<file path="config.mk">
export PLATFORM = sky130hd
export DESIGN_NAME = reg_rename
export DESIGN_NICKNAME = d
export VERILOG_FILES = /design/src/rtl/rn_pkg.sv /design/src/rtl/rn_map_table.sv /design/src/rtl/rn_free_list.sv /design/src/rtl/reg_rename.sv
export SDC_FILE = /design/constraint.sdc
export NUM_CORES = 1
export LEC_CHECK = 0
export CORE_ASPECT_RATIO = 1.2
export CORE_MARGIN = 4
export CORE_UTILIZATION = 50
export DETAILED_ROUTE_END_ITERATION = 16
export DONT_BUFFER_PORTS = 1
export PLACE_DENSITY = 0.7
export SYNTH_ARGS = -nofsm -noshare
export SYNTH_HDL_FRONTEND = slang
export SYNTH_HIERARCHICAL = 1
export SYNTH_SLANG_ARGS = --single-unit
export TNS_END_PERCENT = 30
</file>
<file path="constraint.sdc">
create_clock -name clk -period 8.27 [get_ports clk]
set_input_delay 1.654 -clock clk [delete_from_list [all_inputs] [get_ports clk]]
set_output_delay 1.654 -clock clk [all_outputs]
set_load 0.1 [all_outputs]
</file>
<file path="src/rtl/rn_pkg.sv">
package rn_pkg;
  // Circular increment for a ring of n slots
  function automatic int unsigned ring_next(int unsigned v, int unsigned n);
    return (v + 1 >= n) ? 0 : v + 1;
  endfunction
endpackage

</file>
<file path="src/rtl/rn_map_table.sv">
module rn_map_table #(
  parameter int NUM_ARCH = 8,
  parameter int NUM_PHYS = 16,
  localparam int AW = $clog2(NUM_ARCH),
  localparam int PW = $clog2(NUM_PHYS)
) (
  input  logic          clk,
  input  logic          rst_n,
  input  logic [AW-1:0] look_a,
  input  logic [AW-1:0] look_b,
  input  logic [AW-1:0] look_d,
  output logic [PW-1:0] tag_a,
  output logic [PW-1:0] tag_b,
  output logic [PW-1:0] tag_d,
  input  logic          wr_en,
  input  logic [PW-1:0] wr_tag,
  input  logic          save,
  input  logic          restore
);
  logic [PW-1:0] cur  [NUM_ARCH];
  logic [PW-1:0] snap [NUM_ARCH];

  // lookups read the registered table: the same-cycle remap is not visible
  assign tag_a = cur[look_a];
  assign tag_b = cur[look_b];
  assign tag_d = cur[look_d];

  for (genvar i = 0; i < NUM_ARCH; i++) begin : g_entry
    localparam logic [PW-1:0] IDENT = PW'(i);
    always_ff @(posedge clk) begin
      if (!rst_n) begin
        cur[i]  <= IDENT;
        snap[i] <= IDENT;
      end else begin
        if (restore)
          cur[i] <= snap[i];
        else if (wr_en && look_d == AW'(i))
          cur[i] <= wr_tag;
        if (save && !restore)
          snap[i] <= cur[i];
      end
    end
  end
endmodule

</file>
<file path="src/rtl/rn_free_list.sv">
module rn_free_list #(
  parameter int NUM_ARCH = 8,
  parameter int NUM_PHYS = 16,
  localparam int PW    = $clog2(NUM_PHYS),
  localparam int DEPTH = NUM_PHYS - NUM_ARCH,
  localparam int IW    = (DEPTH > 1) ? $clog2(DEPTH) : 1,
  localparam int CW    = $clog2(DEPTH + 1)
) (
  input  logic          clk,
  input  logic          rst_n,
  input  logic          pop,
  input  logic          push,
  input  logic [PW-1:0] push_tag,
  input  logic          save,
  input  logic          restore,
  output logic [PW-1:0] head_tag,
  output logic [CW-1:0] count,
  output logic          empty
);
  import rn_pkg::*;

  logic [PW-1:0] slot [DEPTH];
  logic [IW-1:0] rd_ptr, wr_ptr, rd_saved;
  logic [CW-1:0] since_save;

  assign head_tag = slot[rd_ptr];
  assign empty    = (count == '0);

  for (genvar i = 0; i < DEPTH; i++) begin : g_slot
    localparam logic [PW-1:0] INIT = PW'(NUM_ARCH + i);
    always_ff @(posedge clk) begin
      if (!rst_n)
        slot[i] <= INIT;
      else if (push && wr_ptr == IW'(i))
        slot[i] <= push_tag;
    end
  end

  always_ff @(posedge clk) begin
    if (!rst_n) begin
      rd_ptr     <= '0;
      wr_ptr     <= '0;
      rd_saved   <= '0;
      since_save <= '0;
      count      <= CW'(DEPTH);
    end else begin
      if (push)
        wr_ptr <= IW'(ring_next(int'(wr_ptr), DEPTH));
      if (restore) begin
        rd_ptr     <= rd_saved;
        since_save <= '0;
        count      <= count + since_save + CW'(push);
      end else begin
        if (pop)
          rd_ptr <= IW'(ring_next(int'(rd_ptr), DEPTH));
        count <= count + CW'(push) - CW'(pop);
        if (save) begin
          rd_saved   <= rd_ptr;
          since_save <= CW'(pop);
        end else begin
          since_save <= since_save + CW'(pop);
        end
      end
    end
  end
endmodule

</file>
<file path="src/rtl/reg_rename.sv">
module reg_rename #(
  parameter int NUM_ARCH = 8,
  parameter int NUM_PHYS = 16,
  localparam int AW = $clog2(NUM_ARCH),
  localparam int PW = $clog2(NUM_PHYS),
  localparam int CW = $clog2(NUM_PHYS - NUM_ARCH + 1)
) (
  input  logic          clk,
  input  logic          rst_n,
  input  logic          dec_valid,
  output logic          dec_ready,
  input  logic [AW-1:0] dec_src_a,
  input  logic [AW-1:0] dec_src_b,
  input  logic          dec_has_dst,
  input  logic [AW-1:0] dec_dst,
  output logic [PW-1:0] ren_tag_a,
  output logic [PW-1:0] ren_tag_b,
  output logic [PW-1:0] ren_tag_dst,
  output logic [PW-1:0] ren_tag_prev,
  input  logic          ckpt_save,
  input  logic          squash,
  input  logic          cm_valid,
  input  logic [PW-1:0] cm_tag
);
  logic          fl_empty;
  logic [CW-1:0] fl_cnt;
  logic          dec_fire;
  logic          alloc;

  assign dec_ready = !squash && (!dec_has_dst || !fl_empty);
  assign dec_fire  = dec_valid && dec_ready;
  assign alloc     = dec_fire && dec_has_dst;

  rn_map_table #(.NUM_ARCH(NUM_ARCH), .NUM_PHYS(NUM_PHYS)) u_map (
    .clk     (clk),
    .rst_n   (rst_n),
    .look_a  (dec_src_a),
    .look_b  (dec_src_b),
    .look_d  (dec_dst),
    .tag_a   (ren_tag_a),
    .tag_b   (ren_tag_b),
    .tag_d   (ren_tag_prev),
    .wr_en   (alloc),
    .wr_tag  (ren_tag_dst),
    .save    (ckpt_save),
    .restore (squash)
  );

  rn_free_list #(.NUM_ARCH(NUM_ARCH), .NUM_PHYS(NUM_PHYS)) u_fl (
    .clk      (clk),
    .rst_n    (rst_n),
    .pop      (alloc),
    .push     (cm_valid),
    .push_tag (cm_tag),
    .save     (ckpt_save),
    .restore  (squash),
    .head_tag (ren_tag_dst),
    .count    (fl_cnt),
    .empty    (fl_empty)
  );
endmodule

</file>
; ---- Word-level counts from Yosys, hierarchy flattened
; Memories as Yosys holds them, arrays and structs flattened. A register that Yosys moved wholly into a read port is not among the register bits.
; Cells that the tools add are included.
[classes]
mul = 0
n_lt_le_gt_ge = 2
n_mux = 103
eq_ne = 14
n_div = 0
addsub = 7
shifts = 0
n_reduce_logical = 31
n_bitwise = 34
[ops]
columns = cell, count
row1 = $mux 4, 33
row2 = $mux 1, 64
row3 = $or 1x1->1, 32
row4 = $eq 3x3->1 const B, 8
row5 = $logic_and 1x1->1, 20
row6 = $mux 3, 6
row7 = $add 4x1->4, 3
row8 = $eq 3x2->1 const B, 4
row9 = $add 3x1->4 const B, 2
row10 = $ge 4x4->1 const B, 2
row11 = $eq 3x1->1 const B, 2
row12 = $logic_not 3->1, 2
row13 = $add 4x4->4, 1
row14 = $logic_not 4->1, 1
row15 = $sub 4x1->4, 1
row16 = $logic_not 1->1, 3
row17 = $reduce_or 3->1, 1
row18 = $not 1->1, 2
row19 = $reduce_and 2->1, 1
row20 = $reduce_bool 2->1, 1
row21 = $reduce_or 2->1, 1
row22 = $logic_or 1x1->1, 1
[word_totals]
mem_bits_ro = 0
ff_bits = 17
mem_count = 3
latchBits = 0
out_inout_bits = 17
wordCells = 200
ramBits = 96
[mem_list]
columns = name, depth, word_bits, rd, rd_ports_with_merged_regs, wr, line
row1 = u_fl.slot, 8, 4, 1, 1, 8, rn_free_list.sv:22  ; logic [PW-1:0] slot [DEPTH];
row2 = u_map.cur, 8, 4, 11, 0, 8, rn_map_table.sv:20  ; logic [PW-1:0] cur [NUM_ARCH];
row3 = u_map.snap, 8, 4, 8, 0, 8, rn_map_table.sv:21  ; logic [PW-1:0] snap [NUM_ARCH];

; ---- Logic depth before layout (Yosys ltp)
; Gate-level depths: netlist of the first run.
[depth]
word_depth = 12
mapped_depth = 12
ltp_nobuf = 12

; ---- Cells and area by module
; Netlist of the first run, hierarchy kept.
[modules_own_cells]
columns = module, instances, cells_per_inst, seq_area_each_um2, area_per_inst_um2
row1 = rn_map_table, 1, 233, 1921.8, 3467.1
row2 = rn_free_list, 1, 225, 1361.3, 2672.6
row3 = reg_rename, 1, 2, 0.0, 17.5

; ---- Least setup slack after synthesis of the first run
; OpenSTA, ideal clock, no wires.
[synth_timing]
kind = in2out
startpoint = input dec_dst[0]
endpoint = output ren_tag_prev[0]
arrival_ps = 3745
slack_ps = 2871
cell_stages = 4
path_buffers = 2
path_cell_list = buf_6 -> buf_2 -> a221o_1 -> a21oi_1
[synth_between]
elab_chain_cells = 1
[synth_rtl]
columns = item, line
row1 = "start, declared", reg_rename.sv:15  ; input logic [AW-1:0] dec_dst,
row2 = $mem_v2 8x4, --
row3 = "end, declared", reg_rename.sv:19  ; output logic [PW-1:0] ren_tag_prev,
; No other way between the ends.

; ---- Final worst setup path of the first run
[layout_timing]
startpoint = input dec_dst[1]
endpoint = output ren_tag_prev[0]
; The elaborated chain is that of the path after synthesis.

==> results of run 1 <==
-- kinds of logic after synthesis --
logic type | after synthesis | share of synthesized area, %
muxes | 55 | 17.2
adders and majority gates | 19 | 4.23
AOI/OAI and AO/OA | 52 | 5.99
and+or+nand+nor | 160 | 14.5
DFF | 116 | 53.3
buffers and inverters | 51 | 3.80
xor gates and xnor gates | 7 | 0.996
-- registers in the layout, summed over array words and instances, names as in the netlist, named ones only --
name	count
u_fl/since_save	4
u_map/cur	32
u_fl/slot	32
u_fl/count	4
u_fl/rd_ptr	3
u_map/snap	32
u_fl/wr_ptr	3
u_fl/rd_saved	3
-- through the flow --
step	area, um2	total power, W	worst slack (ns)
3_5_place_dp	6230	0.000897	3.58
2_1_floorplan	6160	0.000872	2.87
4_1_cts	6870	0.00169	3.57
6_report	6870	0.00167	3.57
3_3_place_gp	6230	0.000892	3.58
5_1_grt	6870	0.00173	3.53
-- power groups by stage --
stage,sequential [W],combinational (W),clock (W)
finish,0.000679,0.000206,0.000785
global route,0.000683,0.000221,0.000826
CTS,0.000679,0.000207,0.000799
detailed placement,0.000691,0.000206,0
global placement,0.000689,0.000203,0
floorplan,0.000681,0.000190,0
-- layer usage --
metal  up-vias  routed length, um  share of wire (%)  global-route usage (%)
met4         0                294                2.3                    8.51
li1       1749                  -                  -                       -
met2       145               6690                 52                    34.1
met1      1877               5110                 40                    22.9
met5         -                  0                  0                       0
met3        20                798                6.2                    4.29
-- placed cells by master, fill, tap and decap left out, types with 6 or more instances in the layout --
cell	netlist	layout
inv_1	22	22
or2_2	6	6
a21oi_1	8	6
a22o_1	8	8
and2_1	9	9
mux2_2	16	16
nor2b_1	11	11
clkbuf_16	0	17
and3_1	25	25
nand3_1	19	19
nor2_1	8	8
mux2i_1	9	9
nand2_1	42	42
o21ai_0	14	13
ha_1	16	16
o22a_1	12	12
edfxtp_1	96	96
mux4_1	30	30
nand2b_1	20	20
dfxtp_1	20	20
-- critical path, delay by kind of cell --
family | cells | cell delay [ns]
AOI/OAI and AO/OA | 2 | 1.23
and+or+nand+nor | 1 | 0.15
-- final timing paths --
kind,start,endpoint,slack [ns],cells past startpoint
setup / recovery,dec_dst[1],ren_tag_prev[0],3.57,3
hold / removal,u_fl/rd_saved[1],u_fl/rd_saved[1],0.52,2
setup reg to reg,u_fl/count[2],u_fl/count[2],5.66,12
hold reg to reg,u_fl/rd_saved[1],u_fl/rd_saved[1],0.52,2
-- area by class of cell --
| type | count | area share, % |
|---|---|---|
| repair buffers | 2 | 0.218 |
| multi-input cells | 293 | 38.6 |
| clock buffers | 18 | 6.24 |
| well taps | 161 | 2.93 |
| clock inverters | 14 | 3.06 |
| inverters | 22 | 1.20 |
| flip-flops and latches | 116 | 47.8 |
==> qor_table.md, run 1 <==
| Item | Reported |
|:---|:---|
| Result of the run | finished clean |
| Sequential area share after synthesis | 53.3% |
| Via count of the first global-routing pass | 3792 |
| Setup Viol. Count Final | 0 |
| IO Count | 37 |
| Final routed DRC violation total | 0 |
| Peak supply drop | 0.141 mV |
| Async set-or-reset flop fraction in the synthesized netlist | 0% |
| Count of pins over their slew limit | 0 |
| Port Buffers | 0 |
| Final routed wire length divided by cell count | 20.6 um |
| CP Data Required Time | 6.62 ns |
| Detail Placement HPWL | 8870 um |
| TritonCTS clock tree | built |
| Fraction of power consumed by sequential logic | 40.7% |
| Final-report hold violation count | 0 |
| Clock transition at path regs | 0.05 ns |
| Count of standard-cell rows | 44 |
| Die boundary width | 109 um |
| Remaining global-route overflow | 0 |
| Critical Path Sink Type | output port |
| Fraction of layout instances using a drive strength above 1 | 13.1% |
| Top cells by area in the synthesized netlist | edfxtp_1 (47%), mux4_1 (13%), dfxtp_1 (6.5%) |
| Psw | 0.000416 W |
| Clock Path Buffers | 2 |
| Peak clock frequency supported by timing | 0.213 GHz |
| Initial antenna violation count | 0 |
| Standby leakage power | 2.45 nW |
| Clock Tree Root | clkbuf_16 |
| Cell breakdown of the critical path | nor2b_1, a221o_1, a21oi_2 |
| Most frequent cell after synthesis | edfxtp_1 |
| TritonCTS buffer count | 17 |
| Ranking of synthesized cells by instance count | edfxtp_1 (96), nand2_1 (42), mux4_1 (30) |
| CTS hold repair buffers | 0 |
| Power density of the placed cells | 243 nW/um2 |
| Maximum number of pins on one net before global-route repair | 39 |
| Sinks on Clock Net | 116 |
| Count of nets after finishing | 491 |
| Critical Path Fanout Max | 17 |
| Combined flip-flop and latch cell area | 3280 um2 |
| Post-layout min period | 4.70 ns |
| Count of mapped cells out of synthesis | 460 |
| Actual transition at the worst max-transition pin | 1.24 ns |
| Routability-driven placement congestion ratio | 0.853 |
| Count of antenna-violating nets left after detailed routing | 0 |
| CTS H-tree lvls | 4 |
| Comb power frac | 12.3% |
| Core Footprint | 12100 um2 |
| Library cell occupying the most area in the post-synthesis netlist | edfxtp_1 |
| CP peak stage delay | 0.92 ns |
| Drt total wl | 12900 um |
| Final Cycle Share | 56.8% |
| DR iter-0 viols | 271 |
| Yosys warns | 6 |
| Startpoint class of the critical path | input port |
| Clock skew | 0.00564 ns |
| Mapped cell area | 6160 um2 |
| First-pass GRT wire length | 20400 um |
| EDFF count, synth | 96 |
| Detailed-router iteration count before antenna repair | 5 |
| Setup repair after global routing missed its margin | no |
| Post-synth top flop | edfxtp_1 |
| Number of buffers inserted to repair setup after CTS | 0 |
| Worst max-slew margin expressed relative to the limit | 17.7% |
| Effective utilization at floorplan | 51.1% |
| Antenna Diode Count | 0 |
| Synth-to-layout area growth | 11.6% |
| Number of synthesized register bits | 116 |
| Maximum capacitance violations | 0 |
| Clock latency on the worst-skew pair | 0.41 ns |
| Setup_tns | 0 ns |
| Int Pwr | 0.00125 W |
| Post-synth net total | 499 |
| Die height | 130 um |
| Final non-filler cell total | 626 |
| Fillers | 949 |
| Tightest hold margin | 0.515 ns |
| Via count | 3791 |
| Proportion of netlist area held by the largest area contributor | 46.8% |
| Critical path class | input port to output port |
| Count of distinct cell types in the synthesized netlist | 47 |
| Synthesized area per cell | 13.4 um2 |
| Multi-input combinational cell area | 2650 um2 |
| Area of the die | 14200 um2 |
| Share of total power in the clock network | 47.0% |
| Number of placed instances, taps included | 594 |
| Switching share of total power | 24.9% |
| CP max-delay cell | a21oi_2 |
| Final cell utilization of the core | 57.0% |
| Min-Delay Path Class | flop to flop |
| Arrival time at the worst endpoint | 3.04 ns |
| Number of gates resized after cts | 0 |
| Total GRT Usage | 19.5% |
| Number of vias per cell | 6.06 |
No activity file was read; power rests on OpenSTA's default activity.
==> run 2: changes to the inputs <==
Clock period 8.27 ns to 4.4 ns, I/O delays scaled along.
==> run 2 against run 1 <==
Routed wire length up 0.35%. Die area unchanged. Clock skew up 0.0035 ns. Critical path depth down 1. Final cell count unchanged. Power up 76%. Global-route usage about the same. First-iteration DRC count up 4.4%. Setup slack worse by 2.2 ns. Sequential share of layout area up 0.61 points. Critical endpoint is now ren_tag_dst[2]. Largest power group is now registers.
==> qor_table.md, run 2 (synthesis gave the netlist of run 1 again) <==
| Item | Reported | Delta |
|:---|:---|:---|
| IO Count | 37 | unchanged |
| Startpoint class of the critical path | flop | was input port |
| Setup_tns | 0 ns | unchanged |
| Total GRT Usage | 19.5% | about the same |
| Min-Delay Path Class | flop to flop | unchanged |
| TritonCTS buffer count | 17 | unchanged |
| Detailed-router iteration count before antenna repair | 5 | unchanged |
| Maximum capacitance violations | 0 | unchanged |
| Actual transition at the worst max-transition pin | 1.18 ns | was 1.24 ns |
| Final Cycle Share | 69.8% |  |
| Routability-driven placement congestion ratio | 0.821 | was 0.853 |
| Peak supply drop | 0.262 mV | was 0.141 mV |
| Setup Viol. Count Final | 0 | unchanged |
| CP peak stage delay | 0.63 ns | was 0.92 ns |
| Detail Placement HPWL | 9020 um | was 8870 um |
| Arrival time at the worst endpoint | 2.19 ns | was 3.04 ns |
| Peak clock frequency supported by timing | 0.325 GHz |  |
| Cell area after layout | 6790 um2 | was 6870 um2 |
| Port Buffers | 0 | unchanged |
| Result of the run | finished clean | unchanged |
| DR iter-0 viols | 283 | was 271 |
| Tightest hold margin | 0.524 ns | was 0.515 ns |
| Depth of the worst hold-timing path | 2 | unchanged |
| Via count | 3811 | was 3791 |
| Combined flip-flop and latch cell area | 3280 um2 | unchanged |
| Hold path startpoint | u_map/snap[1][11] | was u_fl/rd_saved[1] |
| Drt total wl | 12900 um | about the same |
| Critical Path Fanout Max | 8 | was 17 |
| Worst R2R Setup Slack | 1.77 ns | was 5.66 ns |
| Highest-count cells in the layout ignoring fill and taps | edfxtp_1 (96), nand2_1 (42), mux4_1 (30), and3_1 (25), inv_1 (22) | unchanged |
| Maximum number of pins on one net before global-route repair | 39 | unchanged |
| Critical path class | flop to output port | was input port to output port |
| Remaining global-route overflow | 0 | unchanged |
| Clock Path Buffers | 2 | unchanged |
| Worst max-slew margin expressed relative to the limit | 21.2% | was 17.7% |
| Clock Tree Root | clkbuf_16 | unchanged |
| Core Footprint | 12100 um2 | unchanged |
| Initial antenna violation count | 0 | unchanged |
| Count of pins over their slew limit | 0 | unchanged |
| Critical path buffers and inverters | 0 | unchanged |
| Hold-critical path endpoint | u_map/cur[6][3] | was u_fl/rd_saved[1] |
| Fillers | 971 | was 949 |
| Count of nets after finishing | 492 | was 491 |
| Antenna Diode Count | 0 | unchanged |
| Power density of the placed cells | 432 nW/um2 | was 243 nW/um2 |
| Post-layout min period | 3.07 ns |  |
| Clock skew | 0.00910 ns | was 0.00564 ns |
| Cell breakdown of the critical path | mux4_1, mux2_2 | was nor2b_1, a221o_1, a21oi_2 |
| Synth-to-layout area growth | 10.2% | was 11.6% |
| Leading cell type in the layout, fill and taps excluded | edfxtp_1 | unchanged |
| Critical Path Sink Type | output port | unchanged |
| Clock transition at path regs | 0.05 ns | about the same |
| Final routed DRC violation total | 0 | unchanged |
| Clock latency on the worst-skew pair | 0.41 ns | about the same |
| Number of buffers inserted to repair setup after CTS | 0 | unchanged |
| Fraction of layout instances using a drive strength above 1 | 11.8% | was 13.1% |
| Final routed wire length divided by cell count | 20.7 um | was 20.6 um |
| CTS H-tree lvls | 4 | unchanged |
| Via count of the first global-routing pass | 3853 | was 3792 |
| Launch point of the worst reg-to-reg path | u_fl/count[2] | unchanged |
| Setup repair after global routing missed its margin | no | unchanged |
| Standby leakage power | 2.41 nW | was 2.45 nW |
| Total cell area at the placement stage | 6240 um2 | was 6230 um2 |
| CP Data Required Time | 3.52 ns | was 6.62 ns |
| Sinks on Clock Net | 116 | unchanged |
| Largest delay contributor family on the critical path | multiplexers | was compound AO/OA/AOI/OAI gates |
| Number of vias per cell | 6.09 | was 6.06 |
| Number of gates resized after cts | 0 | unchanged |
| Registers with the highest flip-flop counts | u_fl/slot x32, u_map/cur x32, u_map/snap x32 | unchanged |
| TritonCTS clock tree | built | unchanged |
| First-pass GRT wire length | 20500 um | was 20400 um |
| Count of standard-cell rows | 44 | unchanged |
| Logic depth of the worst register-to-register path | 12 | unchanged |
| Die boundary width | 109 um | unchanged |
| Final-report hold violation count | 0 | unchanged |
| Effective utilization at floorplan | 51.1% | unchanged |
| Count of antenna-violating nets left after detailed routing | 0 | unchanged |
| CP max-delay cell | mux4_1 | was a21oi_2 |
| Multi-input combinational cell area | 2650 um2 | unchanged |
| Endpoint of the worst register-to-register path | u_fl/count[2] | unchanged |
| CTS hold repair buffers | 0 | unchanged |
| Area of the die | 14200 um2 | unchanged |
| Die height | 130 um | unchanged |
==> run 2: changes by cell type in the layout (fill, tap and decap cells not counted), sizes merged <==
cell	before	now
clkinv	6	10
bufinv	5	2
buf	2	3
clkbuf	18	17
clkinvlp	3	2
==> run 2: worst max-delay path by stage <==
stage                       from                to  slack [ns]  cells after the start
finish                      flop    ren_tag_dst[2]        1.33                      2
global route                flop    ren_tag_dst[2]        1.25                      2
CTS                         flop    ren_tag_dst[2]        1.28                      2
detailed placement  dec_src_b[0]      ren_tag_b[0]        1.59                      2
global placement      dec_dst[0]   ren_tag_prev[1]        1.62                      2
floorplan              ckpt_save  u_map/snap[0][0]        0.53                      3
==> run 2: per-stage QoR <==
step	cells	total power, W	util [%]	worst slack [ns]
2_1_floorplan	460	0.00164	-	0.527
3_3_place_gp	595	0.00168	51.8	1.62
3_5_place_dp	595	0.00169	51.8	1.59
4_1_cts	626	0.00295	56.3	1.28
5_1_grt	626	0.00303	56.3	1.25
6_report	626	0.00293	56.3	1.33
==> run 2: final cells by class <==
| type | count | area share [%] |
|---|---|---|
| clock inverter | 14 | 1.77 |
| sequential | 116 | 48.4 |
| timing repair buffer | 3 | 0.332 |
| inverter | 22 | 1.22 |
| clock buffer | 17 | 6.27 |
| multi-input combinational | 293 | 39.1 |
| tap | 161 | 2.97 |
==> run 2: metal layers <==
metal	vias to the layer above	track usage [%]	share of wire, %
met5	-	0	0
met4	0	9.10	2.7
met3	30	4.93	6.3
met2	153	32.9	51
met1	1879	23.3	40
li1	1749	-	-
==> run 2: worst register-to-register path: cells and delay by family, from the launching register on <==
kind                     cells  cell delay [ns]
adder cells (fa/ha/maj)      4             0.99
AND/OR/NAND/NOR              3             0.69
flip-flops                   1             0.33
XOR/XNOR                     1             0.19
buffers and inverters        3             0.18
AO/OA/AOI/OAI                1             0.17
==> run 2: power by group <==
part           total, W  switching [W]  internal, W
Sequential      0.00128      0.0000394      0.00124
Combinational  0.000390       0.000268     0.000122
Clock           0.00126       0.000454     0.000811
